**src/rtl/i2cst_pkg.sv**
```systemverilog
package i2cst_pkg;
  typedef enum logic [3:0] {
    ST_IDLE,   // both lines released
    ST_HOLD,   // parked: SCL and SDA pulled low
    ST_LOW,    // timing SCL low phase
    ST_RISE,   // SCL released, waiting to read high
    ST_HIGH,   // timing SCL high phase
    ST_PLOW,   // stop: SCL low one period
    ST_PRISE,  // stop: SCL released, waiting to read high
    ST_PHIGH,  // stop: SCL high one period, SDA still low
    ST_PREL    // stop: SDA released, waiting to read high
  } phase_t;
endpackage

```
**src/rtl/i2cst_sync.sv**
```systemverilog
module i2cst_sync #(
  parameter int W      = 2,
  parameter int STAGES = 2
) (
  input  logic         clk,
  input  logic         rst_n,
  input  logic [W-1:0] d_i,
  output logic [W-1:0] q_o
);
  logic [W-1:0] stg [STAGES];

  for (genvar i = 0; i < STAGES; i++) begin : g_stage
    if (i == 0) begin : g_first
      always_ff @(posedge clk or negedge rst_n)
        if (!rst_n) stg[0] <= '1;
        else        stg[0] <= d_i;
    end else begin : g_next
      always_ff @(posedge clk or negedge rst_n)
        if (!rst_n) stg[i] <= '1;
        else        stg[i] <= stg[i-1];
    end
  end

  assign q_o = stg[STAGES-1];
endmodule

```
**src/rtl/i2cst_tick.sv**
```systemverilog
module i2cst_tick #(
  parameter int DIV = 4
) (
  input  logic clk,
  input  logic rst_n,
  input  logic en_i,
  output logic tick_o
);
  localparam int CW = (DIV > 1) ? $clog2(DIV) : 1;
  localparam logic [CW-1:0] LAST = CW'(DIV - 1);

  logic [CW-1:0] cnt_q;

  always_ff @(posedge clk or negedge rst_n)
    if (!rst_n)            cnt_q <= '0;
    else if (!en_i)        cnt_q <= '0;
    else if (cnt_q == LAST) cnt_q <= '0;
    else                   cnt_q <= cnt_q + 1'b1;

  assign tick_o = en_i && (cnt_q == LAST);
endmodule

```
**src/rtl/i2cst_period.sv**
```systemverilog
module i2cst_period #(
  parameter int RW  = 7,
  parameter int MIN = 2
) (
  input  logic          clk,
  input  logic          rst_n,
  input  logic          tick_i,
  input  logic          load_i,
  input  logic          run_i,
  input  logic [RW-1:0] reload_i,
  output logic          expire_o
);
  localparam logic [RW-1:0] MIN_V = RW'(MIN);

  logic [RW-1:0] cnt_q;
  logic [RW-1:0] eff;

  assign eff = (reload_i < MIN_V) ? MIN_V : reload_i;

  always_ff @(posedge clk or negedge rst_n)
    if (!rst_n)                               cnt_q <= '0;
    else if (load_i)                          cnt_q <= eff;
    else if (tick_i && run_i && cnt_q != '0)  cnt_q <= cnt_q - 1'b1;

  assign expire_o = tick_i && run_i && !load_i && (cnt_q == RW'(1));

  // every fresh interval starts at no less than the clamp value
  assert_clamp_R2: assert property (@(posedge clk) disable iff (!rst_n)
    load_i |=> cnt_q >= MIN_V);
endmodule

```
**src/rtl/i2c_stretch_timer.sv**
```systemverilog
module i2c_stretch_timer
  import i2cst_pkg::*;
#(
  parameter int RW          = 7,
  parameter int TICK_DIV    = 4,
  parameter int SYNC_STAGES = 2,
  parameter int MIN_RELOAD  = 2
) (
  input  logic          clk,
  input  logic          rst_n,
  input  logic          en,
  input  logic [RW-1:0] reload,
  input  logic          clk_go,
  input  logic          stop_go,
  input  logic          scl_in,
  input  logic          sda_in,
  output logic          scl_pull,
  output logic          sda_pull,
  output logic          busy,
  output logic          stop_busy,
  output logic          stop_seen,
  output logic          stop_irq
);
  logic [1:0] lines_s;
  logic       scl_s, sda_s;
  logic       tick, load, run, expire;
  logic       accept, stop_acc, done;
  phase_t     state, nxt;

  i2cst_sync #(.W(2), .STAGES(SYNC_STAGES)) u_sync (
    .clk(clk), .rst_n(rst_n), .d_i({sda_in, scl_in}), .q_o(lines_s));
  assign scl_s = lines_s[0];
  assign sda_s = lines_s[1];

  i2cst_tick #(.DIV(TICK_DIV)) u_tick (
    .clk(clk), .rst_n(rst_n), .en_i(en), .tick_o(tick));

  i2cst_period #(.RW(RW), .MIN(MIN_RELOAD)) u_period (
    .clk(clk), .rst_n(rst_n), .tick_i(tick), .load_i(load), .run_i(run),
    .reload_i(reload), .expire_o(expire));

  assign run = (state == ST_LOW) || (state == ST_HIGH) ||
               (state == ST_PLOW) || (state == ST_PHIGH);

  always_comb begin
    nxt      = state;
    load     = 1'b0;
    accept   = 1'b0;
    stop_acc = 1'b0;
    done     = 1'b0;
    unique case (state)
      ST_IDLE: if (clk_go) begin nxt = ST_LOW; load = 1'b1; accept = 1'b1; end
      ST_HOLD: begin
        if (clk_go) begin
          nxt = ST_LOW; load = 1'b1; accept = 1'b1;
        end else if (stop_go) begin
          nxt = ST_PLOW; load = 1'b1; accept = 1'b1; stop_acc = 1'b1;
        end
      end
      ST_LOW:   if (expire) nxt = ST_RISE;
      ST_RISE:  if (tick && scl_s) begin nxt = ST_HIGH; load = 1'b1; end
      ST_HIGH:  if (expire) nxt = ST_HOLD;
      ST_PLOW:  if (expire) nxt = ST_PRISE;
      ST_PRISE: if (tick && scl_s) begin nxt = ST_PHIGH; load = 1'b1; end
      ST_PHIGH: if (expire) nxt = ST_PREL;
      ST_PREL:  if (tick && sda_s) begin nxt = ST_IDLE; done = 1'b1; end
      default:  nxt = ST_IDLE;
    endcase
    if (!en) begin
      nxt = ST_IDLE; load = 1'b0; accept = 1'b0; stop_acc = 1'b0; done = 1'b0;
    end
  end

  always_ff @(posedge clk or negedge rst_n)
    if (!rst_n) begin
      state     <= ST_IDLE;
      stop_busy <= 1'b0;
      stop_seen <= 1'b0;
      stop_irq  <= 1'b0;
    end else begin
      state    <= nxt;
      stop_irq <= done;
      if (!en)           stop_busy <= 1'b0;
      else if (stop_acc) stop_busy <= 1'b1;
      else if (done)     stop_busy <= 1'b0;
      if (!en)           stop_seen <= 1'b0;
      else if (accept)   stop_seen <= 1'b0;
      else if (done)     stop_seen <= 1'b1;
    end

  assign scl_pull = (state == ST_HOLD) || (state == ST_LOW) || (state == ST_PLOW);
  assign sda_pull = (state != ST_IDLE) && (state != ST_PREL);
  assign busy     = (state != ST_IDLE) && (state != ST_HOLD);

  // disable releases both lines on the next clock
  assert_abort_R1: assert property (@(posedge clk) disable iff (!rst_n)
    !en |=> !scl_pull && !sda_pull);
  // while released SCL reads low the engine keeps waiting
  assert_holdoff_R4: assert property (@(posedge clk) disable iff (!rst_n)
    (en && state == ST_RISE && !scl_s) |=> state == ST_RISE || !en);
  // SDA is never let go while SCL is pulled
  assert_sda_after_scl_R5: assert property (@(posedge clk) disable iff (!rst_n)
    $fell(sda_pull) |-> !scl_pull);
  // interrupt is a single clock wide
  assert_irq_pulse_R6: assert property (@(posedge clk) disable iff (!rst_n)
    stop_irq |=> !stop_irq);
  // interrupt coincides with completion flags
  assert_irq_flags_R6: assert property (@(posedge clk) disable iff (!rst_n)
    stop_irq |-> stop_seen && !stop_busy);
endmodule

```
**config.mk**
```make
export PLATFORM = sky130hd
export DESIGN_NAME = i2c_stretch_timer
export DESIGN_NICKNAME = d
export VERILOG_FILES = /design/src/rtl/i2cst_pkg.sv /design/src/rtl/i2cst_sync.sv /design/src/rtl/i2cst_tick.sv /design/src/rtl/i2cst_period.sv /design/src/rtl/i2c_stretch_timer.sv
export SDC_FILE = /design/constraint.sdc
export NUM_CORES = 1
export LEC_CHECK = 0
export BUFFER_PORTS_ARGS = -buffer_cell sky130_fd_sc_hd__buf_2
export CORE_MARGIN = 4
export CORE_UTILIZATION = 55
export DETAILED_ROUTE_END_ITERATION = 12
export GPL_TIMING_DRIVEN = 1
export PLACE_DENSITY = 0.82
export SLEW_MARGIN = 25
export SYNTH_ARGS = -nofsm -noshare
export SYNTH_HDL_FRONTEND = slang
export SYNTH_SLANG_ARGS = --single-unit
```
**constraint.sdc**
```tcl
create_clock -name clk -period 2 [get_ports clk]
set_input_delay 0.1 -clock clk [delete_from_list [all_inputs] [get_ports clk]]
set_output_delay 0.1 -clock clk [all_outputs]
set_load 0.05 [all_outputs]
```
After elaboration in Yosys (flattened, before gate mapping). Cells that the tools add are included.

Register bits: 20. Input bits: 14.

Reduce and logical (&&, ||, !) cells: 21. Magnitude comparators: 1. Add/subtract/negate cells: 2. Equality and inequality tests: 23. Muxes and demuxes: 37.

Operators by type and width (number): 4-bit two-way mux (11); 4-bit one-hot mux with 9 select lines (1); 3-bit inequality test (second input constant) (8); 7-bit two-way mux (3); 1-bit two-way mux (18); 4-bit by 3-bit equality test with 1-bit output (second input constant) (4); 1-bit logical AND (9); 9-bit AND reduction (1); 4-bit by 2-bit equality test with 1-bit output (second input constant) (2); 4-bit inequality test (second input constant) (2); 7-bit by 1-bit equality test with 1-bit output (second input constant) (1); 7-bit by 2-bit less-than comparator with 1-bit output (second input constant) (1); 7-bit nonzero test (1); 7-bit by 1-bit subtractor with 7-bit output (second input constant) (1); 3-bit by 1-bit inequality test with 1-bit output (second input constant) (2); 1-bit logical OR (5); 4-bit by 1-bit equality test with 1-bit output (second input constant) (1); 4-bit equality test (second input constant) (1); 4-bit logical NOT (1); 2-bit two-way mux (2); 4-bit by 1-bit inequality test with 1-bit output (second input constant) (1); 4-bit nonzero test (1); 1-bit one-hot mux with 3 select lines (1); 2-bit by 1-bit adder with 2-bit output (second input constant) (1); other kinds (5) (5).

Longest topological paths before layout. Gate-level depths: netlist of the first run.

Word-level depth: 12. Depth in mapped cells: 7.

Modules after synthesis. Synthesis of the first run repeated with hierarchy kept, for this count alone.

Cell total of the unflattened synthesis: 131. Area, all modules: 1260.0 um^2.

Modules (own cells, without submodules): i2c_stretch_timer (times used 1, area each 539.3 um^2, cells each 60); i2cst_period (times used 1, area each 511.7 um^2, cells each 59); i2cst_sync (times used 1, area each 120.1 um^2, cells each 6); i2cst_tick (times used 1, area each 88.8 um^2, cells each 6).

Worst setup path after synthesis of the first run. No wires, ideal clock.

Path type: register to register. From: reg state[3]. To: reg u_period.cnt_q[5]. Slack: 81 ps. Data required time: 1874 ps. Arrival time: 1793 ps. Setup time: 126 ps. Buffers on the path: 1. Period minus slack after synthesis: 1919 ps. Stages on the path, launching flop included: 7. Cell sequence: dfrtp_1 -> buf_2 -> or3_1 -> o32ai_1 -> and3_1 -> nor2_1 -> a221o_1.

Longest elaborated chain between the ends: 7.

RTL lines: from (decl) (RTL line i2c_stretch_timer.sv:28) `phase_t state, nxt;`; from (signal assigned) (RTL line i2c_stretch_timer.sv:81) `state <= nxt;`; parallel branches: the longest is 7 deep, another holds 7-bit two-way mux; to (signal assigned) (RTL line i2cst_period.sv:23) `else if (tick_i && run_i && cnt_q != '0) cnt_q <= cnt_q - 1'b1;`; to (decl) (RTL line i2cst_period.sv:15) `logic [RW-1:0] cnt_q;`.

Parallel ways; which one is timed is not known. A chain may end at the register's enable or synchronous reset.

Worst setup path after layout of the first run.
From: reg state[1]. To: reg u_period.cnt_q[5].

The elaborated chain is that of the path after synthesis.

==> results of run 1 <==
per-stage QoR:
stage / cell area, sq um / hold slack [ns] / setup WS [ns]
3_5_place_dp: 1350 / 0.0678 / 0.100
3_3_place_gp: 1350 / 0.0627 / 0.190
2_1_floorplan: 1210 / -0.196 / 0.0808
4_1_cts: 1420 / 0.0377 / 0.0746
5_1_grt: 1420 / 0.0364 / 0.0289
6_report: 1420 / 0.0375 / 0.134
cell type report:
class                   instances  area (sq um)
clock buffers                   4          36.3
fillers                       155           601
inverters                       6          22.5
multi-input cells              95           659
well taps                      27          33.8
repair buffers                 27           163
flip-flops and latches         20           507
layer usage:
| metal | vias up | share of wire |
|---|---|---|
| met2 | 37 | 0.50 |
| met5 | - | 0 |
| li1 | 505 | - |
| met1 | 498 | 0.43 |
| met4 | 0 | 0.0066 |
| met3 | 4 | 0.059 |
final timing paths:
check,startpoint,cells after the start,endpoint
worst max-delay path,state[1],5,u_period.cnt_q[5]
worst min-delay path,reload[3],2,u_period.cnt_q[3]
worst max register to register,state[1],5,u_period.cnt_q[5]
worst min register to register,u_sync.stg[2],0,u_sync.q_o[0]
max in group asynchronous,rst_n,2,u_sync.q_o[1]
min in group asynchronous,rst_n,2,u_period.cnt_q[4]
repair_timing:
item                       4_1_cts  5_1_grt
hold buffers                     3        0
gates resized for setup          0        2
setup endpoints to repair        0        3
hold endpoints to repair        18        0
where the power goes:
part	switching [mW]	total [mW]	internal, mW
clock	0.123	0.234	0.111
combinational	0.555	0.915	0.360
sequential	0.123	0.628	0.504
total	0.802	1.78	0.975
worst max-delay path: cells and delay by family (launching register included):
kind,cells,cell delay (ns)
AOI/OAI and AO/OA,2,0.46
DFF,1,0.47
and+or+nand+nor,3,0.83
cells by family after synthesis:
logic type | synth area share
simple gates | 0.245
compound gates | 0.199
flops | 0.416
buf+inv | 0.0422
fa+ha+maj | 0.0412
xor+xnor | 0.0278
mux | 0.0288
state kept, by name (all words and copies together) (netlist names):
signal,cells
stop_seen,1
u_tick.cnt_q,2
u_sync.stg,2
u_sync.q_o,2
stop_irq,1
u_period.cnt_q,7
state,4
stop_busy,1
layout by cell type, fill, tap and decap left out, types with 2 or more instances in the layout:
master	n
nand2_1	11
nand2b_1	3
buf_4	5
ha_1	4
clkbuf_4	3
inv_1	6
or3_1	2
a21oi_1	9
and2_1	2
nand3_1	9
buf_2	19
dfrtp_1	15
xnor2_1	2
mux2i_1	2
o21ai_0	3
nor2b_1	2
o21a_1	2
nor3_1	5
o32ai_1	2
nor2_1	10
dfstp_2	4
a221o_1	3
dlygate4sd3_1	3
==> results.md, run 1 <==
* Die span in y at 55 um
* GRT Total Usage at 0.219
* Setup TNS at 0 ns
* First-pass GRT wire length at between 4000 and 5000 um
* Run status: completed
* Dpl cells at 172
* Post-synth EDFFs at 0
* CP max FO at 10
* Mapped Cells at 127
* FFs w/ async S/R, synth at 1.00
* Leading area contributor after synthesis: dfrtp_1
* Antenna Cells at 0
* Seq cells post-synth at 20
* R2R Setup Slk at 0.13 ns
* Critical Path Sink Type: flip-flop
* Clk root buf: clkbuf_4
* Avg Inst Size Synth at 9.57 sq um
* Critical Path Start Type: flip-flop
* Post-synth top area share at 0.330
* Iter 0 DRT Violations at 27
* PwrDens at 1250 nW/um^2
* # rows at 16
* Input/output buffers at 19
* Final Cycle Share at 0.933
* DRC at 0
* Max cap viols at 0
* CP max stage delay at 0.47 ns
* Dominant synthesized flop cell: dfrtp_1
* Worst path cell trace: or3_1 -> o32ai_1 -> and3_2 -> nor2_1 -> a221o_1
* Final Skew at ~0.004 ns
* Pleak at ~0.63 nW
* Final Hold Viols at 0
* Tot Pwr at 1.78 mW
* Synthesized Nets at approximately 150
* TritonCTS buffer count at 3
* Crit Path Class: flip-flop to flip-flop
* RSZ-0062 raised after global routing: false
* Max Freq at 536 MHz
* Largest cells by area after synthesis: dfrtp_1 33%, dfstp_2 8.7%, ha_1 4.1%, a21oi_1 3.7%, nand3_1 3.7%
* Seq/Total Area, Yosys at 0.416
* Share of cells above drive strength 1 at 0.303
* Yosys warning count at 0
* RePlAce Congestion at 0.874
* Detailed Place HPWL at 2080 um
* Initial antenna violation count at 0
* Initial Util at 0.601
* Area Growth Syn to Fin at 17.0%
* H-tree levels at 1
* Endpoints failing setup at 0
* Synth Cell Area at approximately 1200 sq um
* First-pass detailed-route iteration total at 4
* HP Class: primary input to flip-flop
* Critical Path RT at ~2.2 ns
* Finished Layout Cells at 179
* CTS sink count at 20
* Post-Route WL at 2720 um
* Worst-Skew Late Latency at roughly 0.30 ns
* Largest net degree at the start of global routing at 21
* Slew Limit Fails at 0
* Synth unique cells at 45
* Cell with the most instances after synthesis: dfrtp_1
* Synth top cells by count: 16 x dfrtp_1, 11 x nand2_1, 10 x nor2_1
* Worst Tran Pin Value at 0.455 ns
* Met1 usage at 0.277
* Grt peak-use layer: met2
* Met2 Usage GRT at 0.372
* Final min period at 1.87 ns
* CTS Buffer Depth at 2
* Setup Fix Bufs, Post-CTS at 0
* Max-slew headroom at 0.696
* Routed length per instance at between 15 and 20 um
* Clock tree from TritonCTS: yes
* Number of global-route vias before repair at 1027
* Vias at 1044
* Vias per cell at approximately 5.8
* CP max-delay cell: dfrtp_2
* GRT overflow at 0
* Die width at 55 um
* Max VDD drop at 0.000823 V
* Num ports at 20
* Final net count at 171
* WP data arrival at 2.06 ns
* Core area at 2020 sq um
* Post-DRT Antenna Nets at 0
* Layout Utilization at 0.703
* Die Footprint at between 3000 and 4000 sq um
* Worst-path clk slew at 0.11 ns
* Met3 Use GR at 0.0483
Note: power is estimated with default switching activity, not from simulation.
==> run 2: changes to the inputs <==
- CORE_UTILIZATION: 55 -> 59
- PLACE_DENSITY: 0.82 -> 0.87
- clock period: 2 -> 2.41 ns (I/O delays scaled with it)
==> run 2 against run 1 <==
Against the previous run:
- critical path depth stayed put
- non-clock buffer count is 4 lower
- largest cell class unchanged
- worst setup slack better by 0.30 ns
- design area is 2.3% lower
- total power is 19% lower
- utilization is 0.49 points higher
- first-iteration DRC count is 15% lower
- maximum frequency is 5.4% lower
- critical path type unchanged
- combinational power is 23% lower
- routed wire length is 13% lower
==> results.md, run 2 (synthesis gave the netlist of run 1 again) <==
* GRT overflow at 0
* Final min period at 1.97 ns
* Tot Pwr at 1.44 mW
* Worst-path clk slew at approximately 0.12 ns
* Run status: completed
* Antenna Cells at 0
* Iter 0 DRT Violations at 23
* Die width at around 53 um
* RSZ-0062 raised after global routing: false
* Path depth of the worst reg2reg path at 5
* TritonCTS buffer count at 3
* First-pass GRT wire length at around 4300 um
* Finished Layout Cells at 175
* Dpl cells at 168
* CTS sink count at 20
* Worst flop-to-flop path startpoint: state[0]
* # rows at 16
* WP data arrival at 2.18 ns
* Vias at 1026
* Cell family with most CP delay: simple AND/OR/NAND/NOR gates
* Initial Util at 0.619
* CTS Hold Bufs at 3
* Largest regs: u_period.cnt_q: 7 flops, state: 4 flops
* WHS at 0.0383 ns
* H-tree levels at 1
* Setup Fix Bufs, Post-CTS at 0
* Number of global-route vias before repair at 965
* Max Freq at 507 MHz
* CP max FO at 12
* Crit path from: state[0]
* Most common cell after layout, fill and taps aside: buf_2
* PwrDens at 1030 nW/um^2
* Critical Path Start Type: flip-flop
* Slew Limit Fails at 0
* Die Footprint at 2850 sq um
* Final Cycle Share at 0.818
* CP max-delay cell: dfrtp_1
* Worst Tran Pin Value at approximately 0.43 ns
* Final Skew at 0.00565 ns
* HP Class: primary input to flip-flop
* Input/output buffers at 19
* Area Growth Syn to Fin at 14.3%
* First-pass detailed-route iteration total at 5
* Worst setup endpoint: u_period.cnt_q[6]
* Post-CTS sizing at 0
* Die span in y at around 53 um
* Crit Reg-Reg Endpoint: u_period.cnt_q[6]
* Worst path bufs/invs at 0
* Final Hold Viols at 0
* Setup TNS at 0 ns
* Post-Route WL at 2360 um
* Clk root buf: clkbuf_4
* CP max stage delay at 0.56 ns
* Routed length per instance at 13.5 um
* Crit Path Class: flip-flop to flip-flop
* CP Depth at 5
* DRC at 0
* Layout Utilization at 0.708
* Biggest register: u_period.cnt_q
* RePlAce Congestion at about 0.97
* Most frequent cells in the layout: 19 x buf_2, 16 x dfrtp_1, 11 x nand2_1
* Pleak at 0.613 nW
* Clock tree from TritonCTS: yes
* Endpoints failing setup at 0
* Worst-Skew Late Latency at 0.31 ns
* Detailed Place HPWL at 1770 um
* Num ports at 20
* Max-slew headroom at 0.713
* Number of flip-flops in the largest register at 7
* R2R Setup Slk at 0.44 ns
* Critical Path RT at ~2.6 ns
* Max cap viols at 0
* Critical Path Sink Type: flip-flop
* Core area at 1960 sq um
* GRT Total Usage at 0.205
* Vias per cell at 5.86
* Worst path cell trace: and2b_1 -> xnor2_2 -> and3_1 -> nor2_1 -> a221o_1
* Max VDD drop at 0.000656 V
* Largest net degree at the start of global routing at 21
* CTS Buffer Depth at 2
* Post-DRT Antenna Nets at 0
* Final net count at between 150 and 200
* Initial antenna violation count at 0
* Share of cells above drive strength 1 at 0.270
## run 2: cell count changes in the layout (fill, tap and decap cells not counted)
| cell | before | now |
|---|---|---|
| buf_4 | 5 | 1 |
| dfrtp_1 | 15 | 16 |
| and3_1 | 1 | 2 |
| and3_2 | 1 | 0 |
| dfrtp_2 | 1 | 0 |
## run 2: stage by stage
step | area, sq um | setup slack [ns]
after global routing | 1390 | 0.323
after global placement | 1320 | 0.536
after floorplan | 1210 | 0.491
after CTS | 1390 | 0.456
after detailed placement | 1320 | 0.480
final | 1390 | 0.438
## run 2: report_power, final
group          switching [mW]  internal (mW)
sequential              0.120          0.416
clock                   0.106         0.0923
combinational           0.425          0.277
## run 2: area by class of cell
cell class / instances / area (sq um)
multi-input cells: 95 / 658
inverters: 6 / 22.5
fillers: 171 / 573
clock buffers: 4 / 36.3
repair buffers: 23 / 133
flip-flops and latches: 20 / 505
well taps: 27 / 33.8
## run 2: worst min path at each step
stage	cells after the start	start	end	slack (ns)
floorplan	0	rst_n	state[0]	-0.18
global placement	1	rst_n	u_period.cnt_q[4]	0.08
detailed placement	1	rst_n	u_period.cnt_q[2]	0.09
CTS	3	reload[2]	u_period.cnt_q[2]	0.04
global route	3	reload[2]	u_period.cnt_q[2]	0.07
finish	3	reload[2]	u_period.cnt_q[2]	0.04
## run 2: worst reg2reg max path: cells and delay by family, from the launching register on
| family | cells | cell delay [ns] |
|---|---|---|
| compound gates | 1 | 0.31 |
| xor+xnor | 1 | 0.31 |
| flops | 1 | 0.56 |
| simple gates | 3 | 0.70 |
## run 2: per-layer routing
| metal | up-vias | track usage | part of all wire |
|---|---|---|---|
| met5 | - | 0 | 0 |
| met4 | 0 | 0.0809 | 0.015 |
| met3 | 5 | 0.0394 | 0.049 |
| met2 | 28 | 0.302 | 0.46 |
| met1 | 495 | 0.292 | 0.47 |
| li1 | 498 | - | - |
